`config.mk`:
```
export PLATFORM = sky130hd
export DESIGN_NAME = hppi_select
export DESIGN_NICKNAME = d
export VERILOG_FILES = /design/src/rtl/hppi_pkg.sv /design/src/rtl/hppi_better.sv /design/src/rtl/hppi_chunk_buf.sv /design/src/rtl/hppi_select.sv
export SDC_FILE = /design/constraint.sdc
export NUM_CORES = 1
export LEC_CHECK = 0
export ABC_CLOCK_PERIOD_IN_PS = 7700
export BUFFER_PORTS_ARGS = -buffer_cell sky130_fd_sc_hd__buf_2
export CAP_MARGIN = 0
export CORE_ASPECT_RATIO = 1.25
export CORE_MARGIN = 4
export CORE_UTILIZATION = 50
export DETAILED_ROUTE_END_ITERATION = 10
export GPL_TIMING_DRIVEN = 0
export PLACE_DENSITY = 0.73
export REMOVE_ABC_BUFFERS = 1
export SLEW_MARGIN = 30
export SYNTH_ARGS = -nofsm -noshare
export SYNTH_HDL_FRONTEND = slang
export SYNTH_SLANG_ARGS = --single-unit
```
`constraint.sdc`:
```
create_clock -name clk -period 7.7 [get_ports clk]
set_clock_uncertainty 0.1 [all_clocks]
set_input_delay 0.385 -clock clk [delete_from_list [all_inputs] [get_ports clk]]
set_output_delay 0.385 -clock clk [all_outputs]
set_load 0.03 [all_outputs]
```
`src/rtl/hppi_pkg.sv`:
```
package hppi_pkg;
  typedef enum logic [1:0] {
    ST_IDLE = 2'd0,
    ST_SCAN = 2'd1,
    ST_LPI  = 2'd2
  } scan_state_t;
endpackage

```
`src/rtl/hppi_better.sv`:
```
// Precedence test: lower priority value wins; equal priority wins on lower-or-equal ID.
module hppi_better #(
  parameter int ID_W  = 16,
  parameter int PRI_W = 8
) (
  input  logic [PRI_W-1:0] cand_pri,
  input  logic [ID_W-1:0]  cand_id,
  input  logic [PRI_W-1:0] rec_pri,
  input  logic [ID_W-1:0]  rec_id,
  output logic             wins
);
  always_comb begin
    wins = (cand_pri < rec_pri) || ((cand_pri == rec_pri) && (cand_id <= rec_id));
  end
endmodule

```
`src/rtl/hppi_chunk_buf.sv`:
```
// Holds one eligibility word; on a load cycle the incoming word is used directly.
module hppi_chunk_buf #(
  parameter int CHUNK_W = 32,
  localparam int SUB_W  = $clog2(CHUNK_W)
) (
  input  logic               clk,
  input  logic               rst,
  input  logic               load,
  input  logic [CHUNK_W-1:0] bits_in,
  input  logic [SUB_W-1:0]   sel,
  output logic               bit_out
);
  logic [CHUNK_W-1:0] word_q;

  always_ff @(posedge clk) begin
    if (rst)       word_q <= '0;
    else if (load) word_q <= bits_in;
  end

  always_comb begin
    bit_out = load ? bits_in[sel] : word_q[sel];
  end
endmodule

```
`src/rtl/hppi_select.sv`:
```
module hppi_select
  import hppi_pkg::*;
#(
  parameter int NUM_IDS = 64,
  parameter int ID_W    = 16,
  parameter int PRI_W   = 8,
  parameter int GRP_W   = 2,
  parameter int CHUNK_W = 32,
  localparam int SUB_W  = $clog2(CHUNK_W),
  localparam int NCHUNK = NUM_IDS / CHUNK_W,
  localparam int CIDX_W = (NCHUNK > 1) ? $clog2(NCHUNK) : 1
) (
  input  logic               clk,
  input  logic               rst,
  input  logic               req_i,
  input  logic               req_full_i,
  input  logic [ID_W-1:0]    req_lo_i,
  input  logic [ID_W-1:0]    req_hi_i,
  output logic               busy_o,
  output logic [CIDX_W-1:0]  chunk_idx_o,
  input  logic [CHUNK_W-1:0] chunk_bits_i,
  output logic [ID_W-1:0]    scan_id_o,
  input  logic [PRI_W-1:0]   scan_pri_i,
  input  logic [GRP_W-1:0]   scan_grp_i,
  input  logic               scan_routed_i,
  input  logic               lpi_en_i,
  input  logic               grp1ns_en_i,
  input  logic [ID_W-1:0]    lpi_id_i,
  input  logic [PRI_W-1:0]   lpi_pri_i,
  input  logic [GRP_W-1:0]   lpi_grp_i,
  output logic [ID_W-1:0]    best_id_o,
  output logic [PRI_W-1:0]   best_pri_o,
  output logic [GRP_W-1:0]   best_grp_o,
  output logic               best_valid_o
);
  localparam logic [PRI_W-1:0] PRI_NONE = {PRI_W{1'b1}};
  localparam logic [ID_W-1:0]  ID_LAST  = ID_W'(NUM_IDS - 1);

  scan_state_t      st_q;
  logic [ID_W-1:0]  cur_q, lo_q, hi_q, old_id_q, best_id_q;
  logic [PRI_W-1:0] old_pri_q, best_pri_q;
  logic [GRP_W-1:0] best_grp_q;
  logic             first_q, full_q, seen_q, valid_q;

  // eligibility word capture at scan start and at each 32-ID boundary
  logic chunk_load, elig_bit;
  assign chunk_load = (st_q == ST_SCAN) && (first_q || (cur_q[SUB_W-1:0] == '0));

  hppi_chunk_buf #(.CHUNK_W(CHUNK_W)) u_chunk (
    .clk     (clk),
    .rst     (rst),
    .load    (chunk_load),
    .bits_in (chunk_bits_i),
    .sel     (cur_q[SUB_W-1:0]),
    .bit_out (elig_bit)
  );

  // precedence for the scanned ID and for the message-based candidate
  logic scan_wins, lpi_wins;
  hppi_better #(.ID_W(ID_W), .PRI_W(PRI_W)) u_cmp_scan (
    .cand_pri (scan_pri_i), .cand_id (cur_q),
    .rec_pri  (best_pri_q), .rec_id  (best_id_q),
    .wins     (scan_wins)
  );
  hppi_better #(.ID_W(ID_W), .PRI_W(PRI_W)) u_cmp_lpi (
    .cand_pri (lpi_pri_i),  .cand_id (lpi_id_i),
    .rec_pri  (best_pri_q), .rec_id  (best_id_q),
    .wins     (lpi_wins)
  );

  logic scan_take, lpi_take, seen_final, escalate, old_in_win;
  always_comb begin
    scan_take  = (st_q == ST_SCAN) && elig_bit && scan_routed_i && scan_wins;
    lpi_take   = (st_q == ST_LPI) && lpi_en_i && grp1ns_en_i &&
                 (lpi_pri_i != PRI_NONE) && lpi_wins;
    seen_final = seen_q || lpi_take;
    old_in_win = (old_id_q >= lo_q) && (old_id_q <= hi_q);
    escalate   = (st_q == ST_LPI) && !full_q && !seen_final &&
                 (old_pri_q != PRI_NONE) && old_in_win;
  end

  always_ff @(posedge clk) begin
    if (rst) begin
      st_q       <= ST_IDLE;
      cur_q      <= '0;
      lo_q       <= '0;
      hi_q       <= '0;
      old_id_q   <= '0;
      old_pri_q  <= PRI_NONE;
      best_id_q  <= '0;
      best_pri_q <= PRI_NONE;
      best_grp_q <= '0;
      first_q    <= 1'b0;
      full_q     <= 1'b0;
      seen_q     <= 1'b0;
      valid_q    <= 1'b0;
    end else begin
      unique case (st_q)
        ST_IDLE: begin
          if (req_i) begin
            st_q      <= ST_SCAN;
            first_q   <= 1'b1;
            seen_q    <= 1'b0;
            old_id_q  <= best_id_q;
            old_pri_q <= best_pri_q;
            if (req_full_i) begin
              cur_q      <= '0;
              lo_q       <= '0;
              hi_q       <= ID_LAST;
              full_q     <= 1'b1;
              best_pri_q <= PRI_NONE;
            end else begin
              cur_q  <= req_lo_i;
              lo_q   <= req_lo_i;
              hi_q   <= req_hi_i;
              full_q <= 1'b0;
            end
          end
        end
        ST_SCAN: begin
          first_q <= 1'b0;
          if (scan_take) begin
            best_id_q  <= cur_q;
            best_pri_q <= scan_pri_i;
            best_grp_q <= scan_grp_i;
            seen_q     <= 1'b1;
          end
          if (cur_q == hi_q) st_q  <= ST_LPI;
          else               cur_q <= cur_q + ID_W'(1);
        end
        ST_LPI: begin
          if (escalate) begin
            st_q       <= ST_SCAN;
            first_q    <= 1'b1;
            seen_q     <= 1'b0;
            cur_q      <= '0;
            lo_q       <= '0;
            hi_q       <= ID_LAST;
            full_q     <= 1'b1;
            best_pri_q <= PRI_NONE;
          end else begin
            st_q <= ST_IDLE;
            if (lpi_take) begin
              best_id_q  <= lpi_id_i;
              best_pri_q <= lpi_pri_i;
              best_grp_q <= lpi_grp_i;
            end
            valid_q <= ((lpi_take ? lpi_pri_i : best_pri_q) != PRI_NONE);
          end
        end
        default: st_q <= ST_IDLE;
      endcase
    end
  end

  assign busy_o       = (st_q != ST_IDLE);
  assign scan_id_o    = cur_q;
  assign chunk_idx_o  = cur_q[SUB_W +: CIDX_W];
  assign best_id_o    = best_id_q;
  assign best_pri_o   = best_pri_q;
  assign best_grp_o   = best_grp_q;
  assign best_valid_o = valid_q;
endmodule

```
---- Word level (Yosys, flattened, before mapping) ----
Cells that the tools add are included.
word-level totals
  latch bits .............................. 0
  flip-flop bits (word level) ............. 136
  output and inout bits ................... 45
  logic and storage cells ................. 118
  bits in writable memories ............... 0
  memory bits (read-only) ................. 0
  bits of input ports ..................... 107
  memories ................................ 0
cells by class
  divide/modulo/power cells ............... 0
  muxes and demuxes ....................... 43
  $mul .................................... 0
  bitwise gates (word level) .............. 1
  add/subtract/negate cells ............... 1
  order comparisons ....................... 7
  reductions and logical operators ........ 36
  shift-type cells ........................ 0
  eq/ne operators ......................... 16
operators with widths
  operator                                                               count
  16-bit 2-to-1 mux                                                      10
  16-bit one-hot mux with 2 select lines                                 3
  16-bit <= comparator                                                   3
  16-bit one-hot mux with 3 select lines                                 1
  8-bit 2-to-1 mux                                                       5
  8-bit inequality test (second input constant)                          3
  8-bit one-hot mux with 3 select lines                                  1
  16-bit by 1-bit adder with 16-bit output (second input constant)       1
  16-bit equality test                                                   1
  8-bit equality test                                                    2
  16-bit greater-or-equal comparator                                     1
  8-bit < comparator                                                     2
  4-bit AND reduction                                                    4
  1-bit logical AND                                                      15
  2-bit inequality test (second input constant)                          7
  1-bit 2-to-1 mux                                                       11
  1-bit binary-select mux with 5-bit select                              2
  2-bit 2-to-1 mux                                                       5
  5-bit by 6-bit < comparator with 1-bit output (second input constant)  1
  1-bit one-hot mux with 3 select lines                                  2
  2-bit one-hot mux with 3 select lines                                  1
  2-bit AND reduction                                                    3
  3-bit AND reduction                                                    2
  2-bit nonzero test                                                     3
  other kinds (11)                                                       15

---- Depth between registers and ports, before layout ----
  word-level depth ........................ 12
  mapped depth ............................ 13
  gate-level depth less buffers ........... 10

---- Modules after synthesis ----
A second synthesis with hierarchy kept.
unflattened totals
  cells, all modules ...................... 965
  area total of the unflattened synthesis .. 8529.4 µm²
by module, submodules not included
  module          seq. area each (µm²)  cells an instance  instances  area each (µm²)
  hppi_select     2082.0                656                1          5605.4
  hppi_chunk_buf  640.6                 145                1          1702.9
  hppi_better     0.0                   82                 2          610.6

---- Worst setup path after synthesis ----
OpenSTA, ideal clock, no wires.
  path type ............................... register to register
  start ................................... register best_id_q[15], in the netlist best_id_o[15]
  end ..................................... register cur_q[3], in the netlist scan_id_o[3]
  stages on the path, launching flop included .. 12
  slack ................................... 4582 ps
  period minus slack after synthesis ...... 3118 ps
  required time ........................... 7456 ps
  library setup time ...................... 144 ps
  path buffers ............................ 2
  arrival time ............................ 2875 ps
  cells stage by stage .................... dfxtp_1 inv_1 ha_1 nand4_1 nor4_1 a221oi_1 o311a_1 buf_2 o31a_1 clkbuf_1 nor2_1 a311oi_1
between the ends
  longest elaborated chain between the ends .. 11
ends and longest elaborated chain
  what                             RTL line            RTL
  start: declaration               hppi_select.sv:40   logic [ID_W-1:0] cur_q, lo_q, hi_q, old_id_q, best_id_q;
  start signal: assignment         hppi_select.sv:123  best_id_q <= cur_q;
  start signal: assignment         hppi_select.sv:144  best_id_q <= lpi_id_i;
  16-bit <= comparator             hppi_better.sv:13   wins = (cand_pri < rec_pri) || ((cand_pri == rec_pri) && (cand_id <= rec_id));
  1-bit logical AND                hppi_better.sv:13
  1-bit logical OR                 hppi_better.sv:13
  1-bit logical AND                hppi_select.sv:75   (lpi_pri_i != PRI_NONE) && lpi_wins;
  1-bit logical OR                 hppi_select.sv:76   seen_final = seen_q || lpi_take;
  1-bit zero test                  hppi_select.sv:78   escalate = (st_q == ST_LPI) && !full_q && !seen_final &&
  1-bit logical AND (2 in a row)   hppi_select.sv:78
  1-bit logical AND                hppi_select.sv:79   (old_pri_q != PRI_NONE) && old_in_win;
  2-bit inequality test (no line)  -
  4-bit AND reduction (no line)    -
  end signal: assignment           hppi_select.sv:113  cur_q <= req_lo_i;
  end signal: assignment           hppi_select.sv:129  else cur_q <= cur_q + ID_W'(1);
  end: declaration                 hppi_select.sv:40
Every way passes these cells.
A chain may end at the register's enable or synchronous reset.

---- Worst setup path in the final report ----
  start ................................... register best_id_q[13], in the netlist best_id_o[13]
  end ..................................... register cur_q[8], in the netlist scan_id_o[8]
The elaborated chain is that of the path after synthesis.

==> reports/qor.txt <==
commonest cells in the netlist - dfxtp_1, ha_1, nand2_1
Hold Vio Cnt, Final - 0
worst skew pair latency - 0.43 ns
Synth cell types - 64
Psw - 781 uW
total number of vias - 7,546
crit end category - register
hpwl dp - 18,000 um
deepest level of the CTS H-tree - 4
Max IR drop VDD - 0.000173 V
fin nets - 1,236
largest area contributor in the netlist - dfxtp_1
Root Driver - clkbuf_16
post-cts gate resize count - 0
# Max-Cap Violations - 0
leakage - 4.27 nW
Most used DFF post-synth - dfxtp_1
Inserted Clock Buffers - 17
vias in the first global route - 7,617
per-cell routed wire length - 18.8 um
Flop pwr share - 36.8%
Final WS setup - 3.54 ns
data arrival time of the critical path - 4.38 ns
worst-path cell chain - inv_1 -> ha_1 -> nand4_1 -> nor4_1 -> a221oi_1 -> o311a_1 -> o31ai_4 -> nand2_1 -> mux2_2
CTS sink cnt - 136
Worst Hold Class - input pin to register
ratio of cells with drive above 1 in the final layout - 21.6%
Reg2Reg Depth - 9
Area Growth Syn to Fin - 18.4%
EDFF count, synth - 0
Storage cell area - 2730 um2
Post-route DRC - 0
first-pass GRT wire length - 38,700 um
CP max-delay cell - o31ai_4
CP Data Required Time - 7.92 ns
critical path launch point type - register
I/O Buffers - 151
fin. max-slew vios - 0
Starting Density - 51.1%
core box area - 16,300 um2
IO Pins - 152
Vias/cell - 5.92
ys async rst share - 0%
Fillers - 1,456
Slew Limit Headroom - 35.0%
count leader, synth - dfxtp_1
register area share after synthesis - 32.8%
row count - 52
Logic pwr share - 27.0%
Worst Hold Depth - 2
GRT overflow - 0
Slew @ Worst Pin - 0.951 ns
largest net degree at the start of global routing - 60
Cells after Synth - 927
Setup violations, final - 0
TritonCTS clock tree - done
setup_tns - 0 ns
Synth top area share - 32.8%
die area - 18,800 um2
clk slew on worst S/H paths - 0.06 ns
Routed Antenna Nets - 0
multi-input logic area - 5110 um2
Place WS - 3.60 ns
CP max stage delay - 0.70 ns
Final Cycle Share - 54.1%
critical path type - register to register
status - complete, no violations
All-Layer GR Usage - 26.0%
number of iterations in the first detailed-routing pass - 5
die height - 152 um
largest cells by area after synthesis - dfxtp_1, ha_1, mux2i_1
internal power - 1.54 mW
Achievable Freq - 0.240 GHz
PD cells - 236 nW/um2
total number of yosys warnings - 0
routability congestion estimate - 0.880
die width - 123 um
Clock power frac - 36.2%
sw frac - 33.6%
post-synthesis cell area - 8310 um2
Post-CTS Hold Buffers - 0
initial antenna violation count - 3
RSZ-0062 raised after global routing - no
Setup Fix Bufs, Post-CTS - 0
average cell area after synthesis - 8.97 um2
Iteration-0 DRC Markers - 490
#FFs+latches synth - 136
Clock Path Buffers - 2
total routed wirelength - 23,900 um
Max FO, Critical Path - 21
fin crit period - 4.16 ns
power groups by stage:
| stage | registers [mW] | clock network [mW] | logic (mW) |
|---|---|---|---|
| global route | 0.864 | 0.881 | 0.694 |
| global placement | 0.866 | 0 | 0.597 |
| detailed placement | 0.868 | 0 | 0.623 |
| finish | 0.854 | 0.841 | 0.627 |
| floorplan | 0.892 | 0 | 0.379 |
| CTS | 0.853 | 0.849 | 0.627 |
placed cells by master (no fill, tap or decap), types with 10 or more instances in the layout:
cell type    n
buf_2      152
dfxtp_1    134
nand2_1     84
ha_1        84
inv_1       72
nor2_1      70
a21oi_1     53
mux2i_1     52
nand4_1     27
a22o_1      26
a211oi_1    25
xnor2_1     21
o21ai_0     18
clkbuf_16   17
mux4_2      16
o211ai_1    15
nand3_1     12
a21o_1      12
nor2b_1     10
a22oi_1     10
through the flow:
step / instance area, um2 / std cells / hold slack (ns) / total power, mW / utilization [%]
floorplan: 8050 / 867 / 0.330 / 1.27 / -
global placement: 9070 / 1234 / 0.350 / 1.46 / 55.8
detailed placement: 9230 / 1240 / 0.358 / 1.49 / 56.7
CTS: 9830 / 1272 / 0.0639 / 2.33 / 60.5
global route: 9840 / 1275 / 0.0682 / 2.44 / 60.5
finish: 9840 / 1275 / 0.0761 / 2.32 / 60.5
cells by family after synthesis:
kind of cell,share of synthesized area (%)
compound gates,21.2
xor+xnor,2.32
fa+ha+maj,12.9
buf+inv,6.41
flops,32.8
mux,11.0
simple gates,13.4
layout make-up:
| type | instances | share of cell area [%] |
|---|---|---|
| multi-input cells | 659 | 52.0 |
| clock buffers | 19 | 4.40 |
| repair buffers | 157 | 8.64 |
| well taps | 216 | 2.75 |
| diodes | 3 | 0.0763 |
| flip-flops and latches | 136 | 27.7 |
| inverters | 72 | 2.75 |
| clock inverters | 13 | 1.73 |
registers in the layout, summed over array words and instances (netlist names), 8 cells and up:
signal / flops
best_id_o: 16
best_pri_o: 8
hi_q: 16
lo_q: 16
old_id_q: 16
old_pri_q: 8
scan_id_o: 16
u_chunk.word_q: 32
worst max-delay path, delay by kind of cell (launching register included):
kind	cells	cell delay, ns
AOI/OAI and AO/OA	3	1.55
muxes	1	0.41
DFF	1	0.41
and+or+nand+nor	3	1.19
adders and majority gates	1	0.31
buffers and inverters	1	0.09
final timing paths:
path	from	endpoint	slack, ns
hold reg to reg	lo_q[10]$_SDFFE_PP0P_	lo_q[10]$_SDFFE_PP0P_	0.37
setup / recovery	best_id_o[13]$_SDFFE_PP0P_	scan_id_o[8]$_SDFFE_PP0P_	3.54
setup reg to reg	best_id_o[13]$_SDFFE_PP0P_	scan_id_o[8]$_SDFFE_PP0P_	3.54
hold / removal	req_hi_i[9]	hi_q[9]$_SDFFE_PP0P_	0.08
metal layers:
layer,share of wire [%],vias to the layer above,track usage [%]
met3,6.4,58,5.12
met5,0,-,0
met4,3.4,0,12.3
met1,42,3573,31.7
met2,49,267,43.6
li1,-,3648,-
Power figures use the tool's default switching activity.
